## src/rtl/tcu_pkg.sv

```systemverilog
package tcu_pkg;

    typedef enum logic [1:0] {
        MC_NORMAL       = 2'd0,
        MC_CLR_ON_MATCH = 2'd1,
        MC_PWM_SINGLE   = 2'd2,
        MC_PWM_DUAL     = 2'd3
    } mode_cls_e;

    typedef enum logic [1:0] {
        WA_NONE   = 2'd0,
        WA_TOGGLE = 2'd1,
        WA_CLEAR  = 2'd2,
        WA_SET    = 2'd3
    } wave_act_e;

    typedef enum logic {
        LV_LOW  = 1'b0,
        LV_HIGH = 1'b1
    } wave_lvl_e;

    typedef enum logic {
        FL_IDLE   = 1'b0,
        FL_RAISED = 1'b1
    } flag_st_e;

endpackage

```

## src/rtl/tcu_mode_dec.sv

```systemverilog
module tcu_mode_dec
    import tcu_pkg::*;
(
    input  logic [2:0] wgm_i,
    output logic       pwm_o,
    output logic       load_top_o
);

    mode_cls_e cls;

    // only the two low bits pick the class
    always_comb begin
        unique case (wgm_i)
            3'b000, 3'b100: cls = MC_NORMAL;
            3'b010, 3'b110: cls = MC_CLR_ON_MATCH;
            3'b011, 3'b111: cls = MC_PWM_SINGLE;
            3'b001, 3'b101: cls = MC_PWM_DUAL;
        endcase
    end

    always_comb begin
        pwm_o      = (cls == MC_PWM_SINGLE) || (cls == MC_PWM_DUAL);
        load_top_o = (cls == MC_PWM_SINGLE);
    end

endmodule

```

## src/rtl/tcu_ocr_buf.sv

```systemverilog
module tcu_ocr_buf #(
    parameter int W = 8
) (
    input  logic         clk_i,
    input  logic         rst_ni,
    input  logic         tick_i,
    input  logic         pwm_i,
    input  logic         load_top_i,
    input  logic         top_i,
    input  logic         bottom_i,
    input  logic         wr_en_i,
    input  logic [W-1:0] wr_data_i,
    output logic [W-1:0] active_o
);

    logic [W-1:0] shadow_q;
    logic [W-1:0] active_q;
    logic         load_pt;

    assign load_pt  = tick_i && (load_top_i ? top_i : bottom_i);
    assign active_o = active_q;

    always_ff @(posedge clk_i or negedge rst_ni) begin
        if (!rst_ni) begin
            shadow_q <= '0;
            active_q <= '0;
        end else begin
            if (wr_en_i) begin
                shadow_q <= wr_data_i;
            end
            if (!pwm_i) begin
                if (wr_en_i) begin
                    active_q <= wr_data_i;
                end
            end else if (load_pt) begin
                active_q <= shadow_q;
            end
        end
    end

    AST_PWM_HOLD: assert property (@(posedge clk_i) disable iff (!rst_ni)
        (pwm_i && !load_pt) |=> $stable(active_o));

    AST_DIRECT_WRITE: assert property (@(posedge clk_i) disable iff (!rst_ni)
        (!pwm_i && wr_en_i) |=> (active_o == $past(wr_data_i)));

endmodule

```

## src/rtl/tcu_flag.sv

```systemverilog
module tcu_flag
    import tcu_pkg::*;
(
    input  logic clk_i,
    input  logic rst_ni,
    input  logic hit_i,
    input  logic ack_i,
    input  logic sw_clr_i,
    output logic flag_o
);

    flag_st_e st_q;
    flag_st_e st_d;

    always_ff @(posedge clk_i or negedge rst_ni) begin
        if (!rst_ni) begin
            st_q <= FL_IDLE;
        end else begin
            st_q <= st_d;
        end
    end

    always_comb begin
        st_d = st_q;
        unique case (st_q)
            FL_IDLE: begin
                if (hit_i) st_d = FL_RAISED;
            end
            FL_RAISED: begin
                if (!hit_i && (ack_i || sw_clr_i)) st_d = FL_IDLE;
            end
        endcase
    end

    always_comb begin
        flag_o = (st_q == FL_RAISED);
    end

    AST_FLAG_ORIGIN: assert property (@(posedge clk_i) disable iff (!rst_ni)
        $rose(flag_o) |-> $past(hit_i));

    AST_HIT_SETS: assert property (@(posedge clk_i) disable iff (!rst_ni)
        hit_i |=> flag_o);

    AST_ACK_CLEARS: assert property (@(posedge clk_i) disable iff (!rst_ni)
        (flag_o && ack_i && !hit_i) |=> !flag_o);

    AST_SWCLR_CLEARS: assert property (@(posedge clk_i) disable iff (!rst_ni)
        (flag_o && sw_clr_i && !hit_i) |=> !flag_o);

endmodule

```

## src/rtl/tcu_wave.sv

```systemverilog
module tcu_wave
    import tcu_pkg::*;
(
    input  logic       clk_i,
    input  logic       rst_ni,
    input  logic       pwm_i,
    input  logic [1:0] com_i,
    input  logic       hit_i,
    input  logic       bottom_tick_i,
    input  logic       force_i,
    output logic       level_o
);

    wave_act_e act;
    wave_lvl_e lvl_q;
    wave_lvl_e lvl_d;

    // Action selection: R9 outside PWM, R10 inside PWM, R11 for force
    always_comb begin
        act = WA_NONE;
        if (!pwm_i) begin
            if (hit_i || force_i) begin
                unique case (com_i)
                    2'b00: act = WA_NONE;
                    2'b01: act = WA_TOGGLE;
                    2'b10: act = WA_CLEAR;
                    2'b11: act = WA_SET;
                endcase
            end
        end else if (hit_i) begin
            if (com_i == 2'b10) act = WA_CLEAR;
            else if (com_i == 2'b11) act = WA_SET;
        end else if (bottom_tick_i) begin
            if (com_i == 2'b10) act = WA_SET;
            else if (com_i == 2'b11) act = WA_CLEAR;
        end
    end

    always_ff @(posedge clk_i or negedge rst_ni) begin
        if (!rst_ni) begin
            lvl_q <= LV_LOW;
        end else begin
            lvl_q <= lvl_d;
        end
    end

    always_comb begin
        lvl_d = lvl_q;
        unique case (lvl_q)
            LV_LOW: begin
                if (act == WA_SET || act == WA_TOGGLE) lvl_d = LV_HIGH;
            end
            LV_HIGH: begin
                if (act == WA_CLEAR || act == WA_TOGGLE) lvl_d = LV_LOW;
            end
        endcase
    end

    always_comb begin
        level_o = (lvl_q == LV_HIGH);
    end

    AST_PWM_FORCE_IGNORED: assert property (@(posedge clk_i) disable iff (!rst_ni)
        (pwm_i && force_i && !hit_i && !bottom_tick_i) |=> $stable(level_o));

    AST_DISCONNECTED_HOLDS: assert property (@(posedge clk_i) disable iff (!rst_ni)
        (com_i == 2'b00) |=> $stable(level_o));

endmodule

```

## src/rtl/tmr_cmp_unit.sv

```systemverilog
module tmr_cmp_unit #(
    parameter int CNT_W  = 8,
    parameter int NUM_CH = 2
) (
    input  logic                                              clk_i,
    input  logic                                              rst_ni,
    input  logic                                              tick_i,
    input  logic [CNT_W-1:0]                                  cnt_i,
    input  logic                                              at_top_i,
    input  logic                                              at_bottom_i,
    input  logic [2:0]                                        wgm_i,
    input  logic [2*NUM_CH-1:0]                               com_i,
    input  logic                                              wr_en_i,
    input  logic [((NUM_CH > 1) ? $clog2(NUM_CH) : 1)-1:0]    wr_sel_i,
    input  logic [CNT_W-1:0]                                  wr_data_i,
    input  logic [NUM_CH-1:0]                                 flag_clr_i,
    input  logic [NUM_CH-1:0]                                 irq_en_i,
    input  logic [NUM_CH-1:0]                                 irq_ack_i,
    input  logic [NUM_CH-1:0]                                 force_i,
    output logic [CNT_W*NUM_CH-1:0]                           cmp_val_o,
    output logic [NUM_CH-1:0]                                 cmp_flag_o,
    output logic [NUM_CH-1:0]                                 irq_req_o,
    output logic [NUM_CH-1:0]                                 wave_o
);

    localparam int SEL_W = (NUM_CH > 1) ? $clog2(NUM_CH) : 1;

    logic              pwm;
    logic              load_top;
    logic              bottom_tick;
    logic [NUM_CH-1:0] hit;
    logic [NUM_CH-1:0] ch_wr;

    assign bottom_tick = tick_i && at_bottom_i;
    assign irq_req_o   = cmp_flag_o & irq_en_i;

    tcu_mode_dec u_mode (
        .wgm_i      (wgm_i),
        .pwm_o      (pwm),
        .load_top_o (load_top)
    );

    for (genvar ch = 0; ch < NUM_CH; ch++) begin : g_ch
        logic [CNT_W-1:0] active;

        assign ch_wr[ch] = wr_en_i && (wr_sel_i == SEL_W'(ch));
        assign hit[ch]   = tick_i && (cnt_i == active);
        assign cmp_val_o[ch*CNT_W +: CNT_W] = active;

        tcu_ocr_buf #(.W(CNT_W)) u_buf (
            .clk_i      (clk_i),
            .rst_ni     (rst_ni),
            .tick_i     (tick_i),
            .pwm_i      (pwm),
            .load_top_i (load_top),
            .top_i      (at_top_i),
            .bottom_i   (at_bottom_i),
            .wr_en_i    (ch_wr[ch]),
            .wr_data_i  (wr_data_i),
            .active_o   (active)
        );

        tcu_flag u_flag (
            .clk_i    (clk_i),
            .rst_ni   (rst_ni),
            .hit_i    (hit[ch]),
            .ack_i    (irq_ack_i[ch]),
            .sw_clr_i (flag_clr_i[ch]),
            .flag_o   (cmp_flag_o[ch])
        );

        tcu_wave u_wave (
            .clk_i         (clk_i),
            .rst_ni        (rst_ni),
            .pwm_i         (pwm),
            .com_i         (com_i[2*ch +: 2]),
            .hit_i         (hit[ch]),
            .bottom_tick_i (bottom_tick),
            .force_i       (force_i[ch]),
            .level_o       (wave_o[ch])
        );

        AST_FORCE_NO_FLAG: assert property (@(posedge clk_i) disable iff (!rst_ni)
            (force_i[ch] && !hit[ch] && !cmp_flag_o[ch]) |=> !cmp_flag_o[ch]);

        AST_NO_TICK_NO_FLAG: assert property (@(posedge clk_i) disable iff (!rst_ni)
            (!tick_i && !cmp_flag_o[ch]) |=> !cmp_flag_o[ch]);
    end

endmodule

```

## config.mk

```make
export PLATFORM = sky130hd
export DESIGN_NAME = tmr_cmp_unit
export DESIGN_NICKNAME = d
export VERILOG_FILES = /design/src/rtl/tcu_pkg.sv /design/src/rtl/tcu_mode_dec.sv /design/src/rtl/tcu_ocr_buf.sv /design/src/rtl/tcu_flag.sv /design/src/rtl/tcu_wave.sv /design/src/rtl/tmr_cmp_unit.sv
export SDC_FILE = /design/constraint.sdc
export NUM_CORES = 1
export LEC_CHECK = 0
export BUFFER_PORTS_ARGS = -buffer_cell sky130_fd_sc_hd__buf_2
export CAP_MARGIN = 0
export CORE_MARGIN = 8
export CORE_UTILIZATION = 45
export CTS_CLUSTER_DIAMETER = 30
export CTS_CLUSTER_SIZE = 30
export DETAILED_ROUTE_END_ITERATION = 16
export HOLD_SLACK_MARGIN = 0.1
export PLACE_DENSITY = 0.83
export RECOVER_POWER = 50
export SETUP_SLACK_MARGIN = 0.1
export SYNTH_ARGS = -nofsm -noshare
export SYNTH_HDL_FRONTEND = slang
export SYNTH_SLANG_ARGS = --single-unit
```

## constraint.sdc

```tcl
create_clock -name clk_i -period 1.4 [get_ports clk_i]
set_clock_uncertainty 0.2 [all_clocks]
set_input_delay 0.14 -clock clk_i [delete_from_list [all_inputs] [get_ports clk_i]]
set_output_delay 0.14 -clock clk_i [all_outputs]
set_load 0.05 [all_outputs]
```

==> flow_results.org <==
** Clock tree
- TritonCTS clock tree :: built
- Root buffer cell :: sky130_fd_sc_hd__clkbuf_8
- Worst-case clock buffer depth :: 2
- Number of buffers added by the clock tree synthesis step :: 5
- CTS saw 36 sinks.
- The H-tree was split into 2 levels.
- Clock-pin slew of the registers on the worst-case setup and hold paths :: 0.09 ns
- For the worst-skew pair, the clock arrives at the later sink with an insertion delay of 0.30 ns.

** Power
- The share of total power dissipated in sequential elements is 0.338.
- Of the total power, the clock network draws 0.221.
- Internal power :: 2650 uW
- Net Sw Frac :: 0.377
- Across the VDD grid, the largest voltage drop is 0.000662 V.
- Total power per unit cell area :: 1360 nW/um^2
- Leak :: 0.00142 uW
- Of the total power, combinational logic draws 0.441.
- For this design the total switching power over the nets is 1600 uW.

** Routing
- The routed design has 8.12 mm of wire.
- After detailed routing, the average wire length per cell comes to 24.1 um.
- For this run, the detailed router's first-pass iteration total came to 4.
- Via-to-Cell Ratio :: 6.14
- The detailed router finished its first iteration with 165 violations.
- Via count :: 2070
- The count of nets left with antenna violations once routing finished came out at 0.
- DR DRC count :: 0

** STA
- Hold timing on the final database bottoms out at a slack of 0.0669 ns.
- Max Transition Viols Final :: 0
- Setup violations, final :: 7
- In the post-route analysis, the smallest setup slack over all paths is -0.284 ns.
- Post-route fraction of the period consumed by the critical path :: 1.20
- For this run, the top clock speed supported by timing is 594 MHz.
- Final hold violation count :: 0
- After routing, the total negative slack on setup checks comes to -0.715 ns.
- Min Clock Period, post-route :: 1.68 ns
- Setup repair after global routing could not meet its margin everywhere.
- Transition time at the pin with the least slew margin :: 0.509 ns
- Relative slew slack :: 0.660

** Floorplan
- 60 I/O pins were placed.
- The die covers 6520 um^2.
- Measured along the y axis, the die boundary spans 80.8 um.
- The floorplan has 23 rows.
- Horiz. Die Dim :: 80.8 um
- The initial utilization of the core area, before any placement, comes to 0.468.
- Core area :: 4030 um^2

** Status
- The final reports fail on setup timing.
- The run finished, with violations left.

** Hold path
- The worst hold path was traced through 3 stages.
- End point of the most critical hold path :: g_ch[0].u_buf.shadow_q[4]
- HP Class :: in2reg
- The startpoint identified for the worst hold timing path is wr_en_i.

** Logic synthesis
- Warnings from Yosys :: 0
- The cell count after synthesis came out at 182.
- Mapped Nets :: 220
- The synthesized design contains 36 register bits.
- Synthesis instantiated 28 different standard cells from the library.
- Leading post-synthesis cells by cell area :: sky130_fd_sc_hd__dfrtp_1 48%, sky130_fd_sc_hd__mux2_2 10%, sky130_fd_sc_hd__a21oi_1 8.5%
- Post-synth top area cell :: sky130_fd_sc_hd__dfrtp_1
- Sequential cell area fraction in the yosys report :: 0.477
- Of the post-synthesis cell area, the dominant cell type holds 0.477.
- The cell area that synthesis handed to floorplanning was 1890 um^2.
- Syn avg cell area :: 10.4 um^2

** Critical path
- The signal on the critical path passes through xnor2_2, nand3_2, nor3_4, mux2_4.
- In this design, the stage delay of the slowest critical-path cell is 0.45 ns.
- The critical path in this run is classified as reg2reg.
- For the worst setup path, the data required time is 1.39 ns.
- Max FO, Critical Path :: 2
- The worst setup path is launched from a flip-flop.
- For the worst setup path, the data arrival time is 1.67 ns.
- CP endpoint kind :: flip-flop
- The endpoint identified for the worst register-to-register timing path is g_ch[0].u_wave.level_o.
- Slowest CP cell :: sky130_fd_sc_hd__dfrtp_2
- Minimum setup slack among reg-to-reg paths :: -0.28 ns
- In this run the critical register-to-register path is launched from g_ch[0].u_buf.active_o[7].
- The worst register-to-register path has a depth of 4.

** Finish
- From synthesis to final layout, the design area changed by 65.6%.
- The sequential cells in the finished layout cover a total of 921 um^2.
- The finished cells cover 3120 um^2.
- The multi-input combinational cells in the finished layout cover a total of 1090 um^2.
- Number of standard cells in the layout, taps in and fillers out :: 337
- In the final layout, the share of cells above drive strength 1 is 0.538.
- Number of filler instances in the final layout :: 189
- Most frequent cells in the layout :: 30 x sky130_fd_sc_hd__a21oi_1, 30 x sky130_fd_sc_hd__buf_2, 21 x sky130_fd_sc_hd__buf_4
- For this run, the post-layout net count is 323.

** Global route
- The first global-routing pass estimated 9.64 mm of wire.
- Antenna violations before repair :: 1
- The total overflow left after global routing is 0.
- Global-route total usage across every layer :: 0.195
- Largest net degree at the start of global routing :: 37
- Number of global-route vias before repair :: 1864

** Placement
- At the placement stage, the worst setup path has a slack of -0.227 ns.
- DP Area :: 2390 um^2
- Placed Cells :: 303
- Number of port buffers :: 58
- After legalization and detailed placement, the total HPWL measured 3.57 mm.
- Routability Congestion :: 0.880

** Run
- Across the run, the number of max-cap violations was 0.
-- flip-flops by register name (all words and copies together), names as in the netlist --
signal / cells
g_ch.u_buf.active_o: 16
g_ch.u_buf.shadow_q: 16
g_ch.u_flag.flag_o: 2
g_ch.u_wave.level_o: 2
-- synthesized netlist by cell type (all sizes together) --
cell type / count
mux2i: 2
nand2: 5
nand4: 2
o22ai: 3
nor3: 3
a21o: 2
buf: 10
nand2b: 3
xnor2: 17
clkbuf: 1
inv: 2
a211oi: 1
dfrtp: 36
a2111oi: 2
mux2: 17
o21ai: 3
and2: 2
nor2b: 13
nand3: 3
and3: 1
a21oi: 32
and4: 3
nor2: 19
-- how the worst max path moves through the flow --
stage	start	endpoint	slack [ns]	cells after the start
global route	g_ch[0].u_buf.active_o[1]	g_ch[0].u_wave.level_o	-0.30	4
CTS	g_ch[0].u_buf.active_o[1]	g_ch[0].u_wave.level_o	-0.20	4
detailed placement	g_ch[0].u_wave.level_o	g_ch[0].u_wave.level_o	-0.23	4
global placement	g_ch[0].u_wave.level_o	g_ch[0].u_wave.level_o	-0.14	4
floorplan	g_ch[0].u_buf.active_o[7]	g_ch[0].u_wave.level_o	-0.21	4
finish	g_ch[0].u_buf.active_o[7]	g_ch[0].u_wave.level_o	-0.28	4
-- metal layers --
layer  track usage  vias up  part of all wire
li1              -      833                 -
met5             0        -                 0
met3        0.0453       47             0.090
met2         0.350      165              0.49
met4        0.0946        0             0.057
met1         0.211     1025              0.36
-- worst max-delay path, delay by kind of cell, from the launching register on --
family,cells,cell delay (ns)
and+or+nand+nor,2,0.39
xor gates and xnor gates,1,0.19
muxes,1,0.33
DFF,1,0.45
-- power by group through the flow --
stage / registers [uW] / logic [uW] / clock network [uW]
floorplan: 1720 / 460 / 0
global placement: 1360 / 1210 / 0
detailed placement: 1370 / 1230 / 0
CTS: 1380 / 1590 / 913
global route: 1450 / 1940 / 984
finish: 1440 / 1870 / 940
-- what timing repair did --
action	in CTS	in global routing
setup endpoints to repair	20	24
pin swaps	5	8
setup buffers	4	13
hold buffers	15	0
resized for setup	69	32
hold endpoints to repair	56	0
-- layout make-up --
cell class | count | area share
clock buffer | 6 | 0.0232
multi-input combinational | 133 | 0.348
timing repair buffer | 107 | 0.299
tap | 50 | 0.0200
clock inverter | 2 | 0.0112
inverter | 2 | 0.00240
antenna | 1 | 0.000801
sequential | 36 | 0.295
-- cells by family after synthesis --
group	Yosys count	share of synthesized area
and+or+nand+nor	54	0.151
AOI/OAI and AO/OA	43	0.134
DFF	36	0.477
xor gates and xnor gates	17	0.0789
muxes	19	0.112
buffers and inverters	13	0.0464
-- per-stage QoR --
step / utilization / total power, uW
global route: 0.775 / 4370
floorplan: - / 2180
CTS: 0.729 / 3880
detailed placement: 0.594 / 2600
finish: 0.775 / 4250
global placement: 0.594 / 2570
No activity file was read; power rests on OpenSTA's default activity.
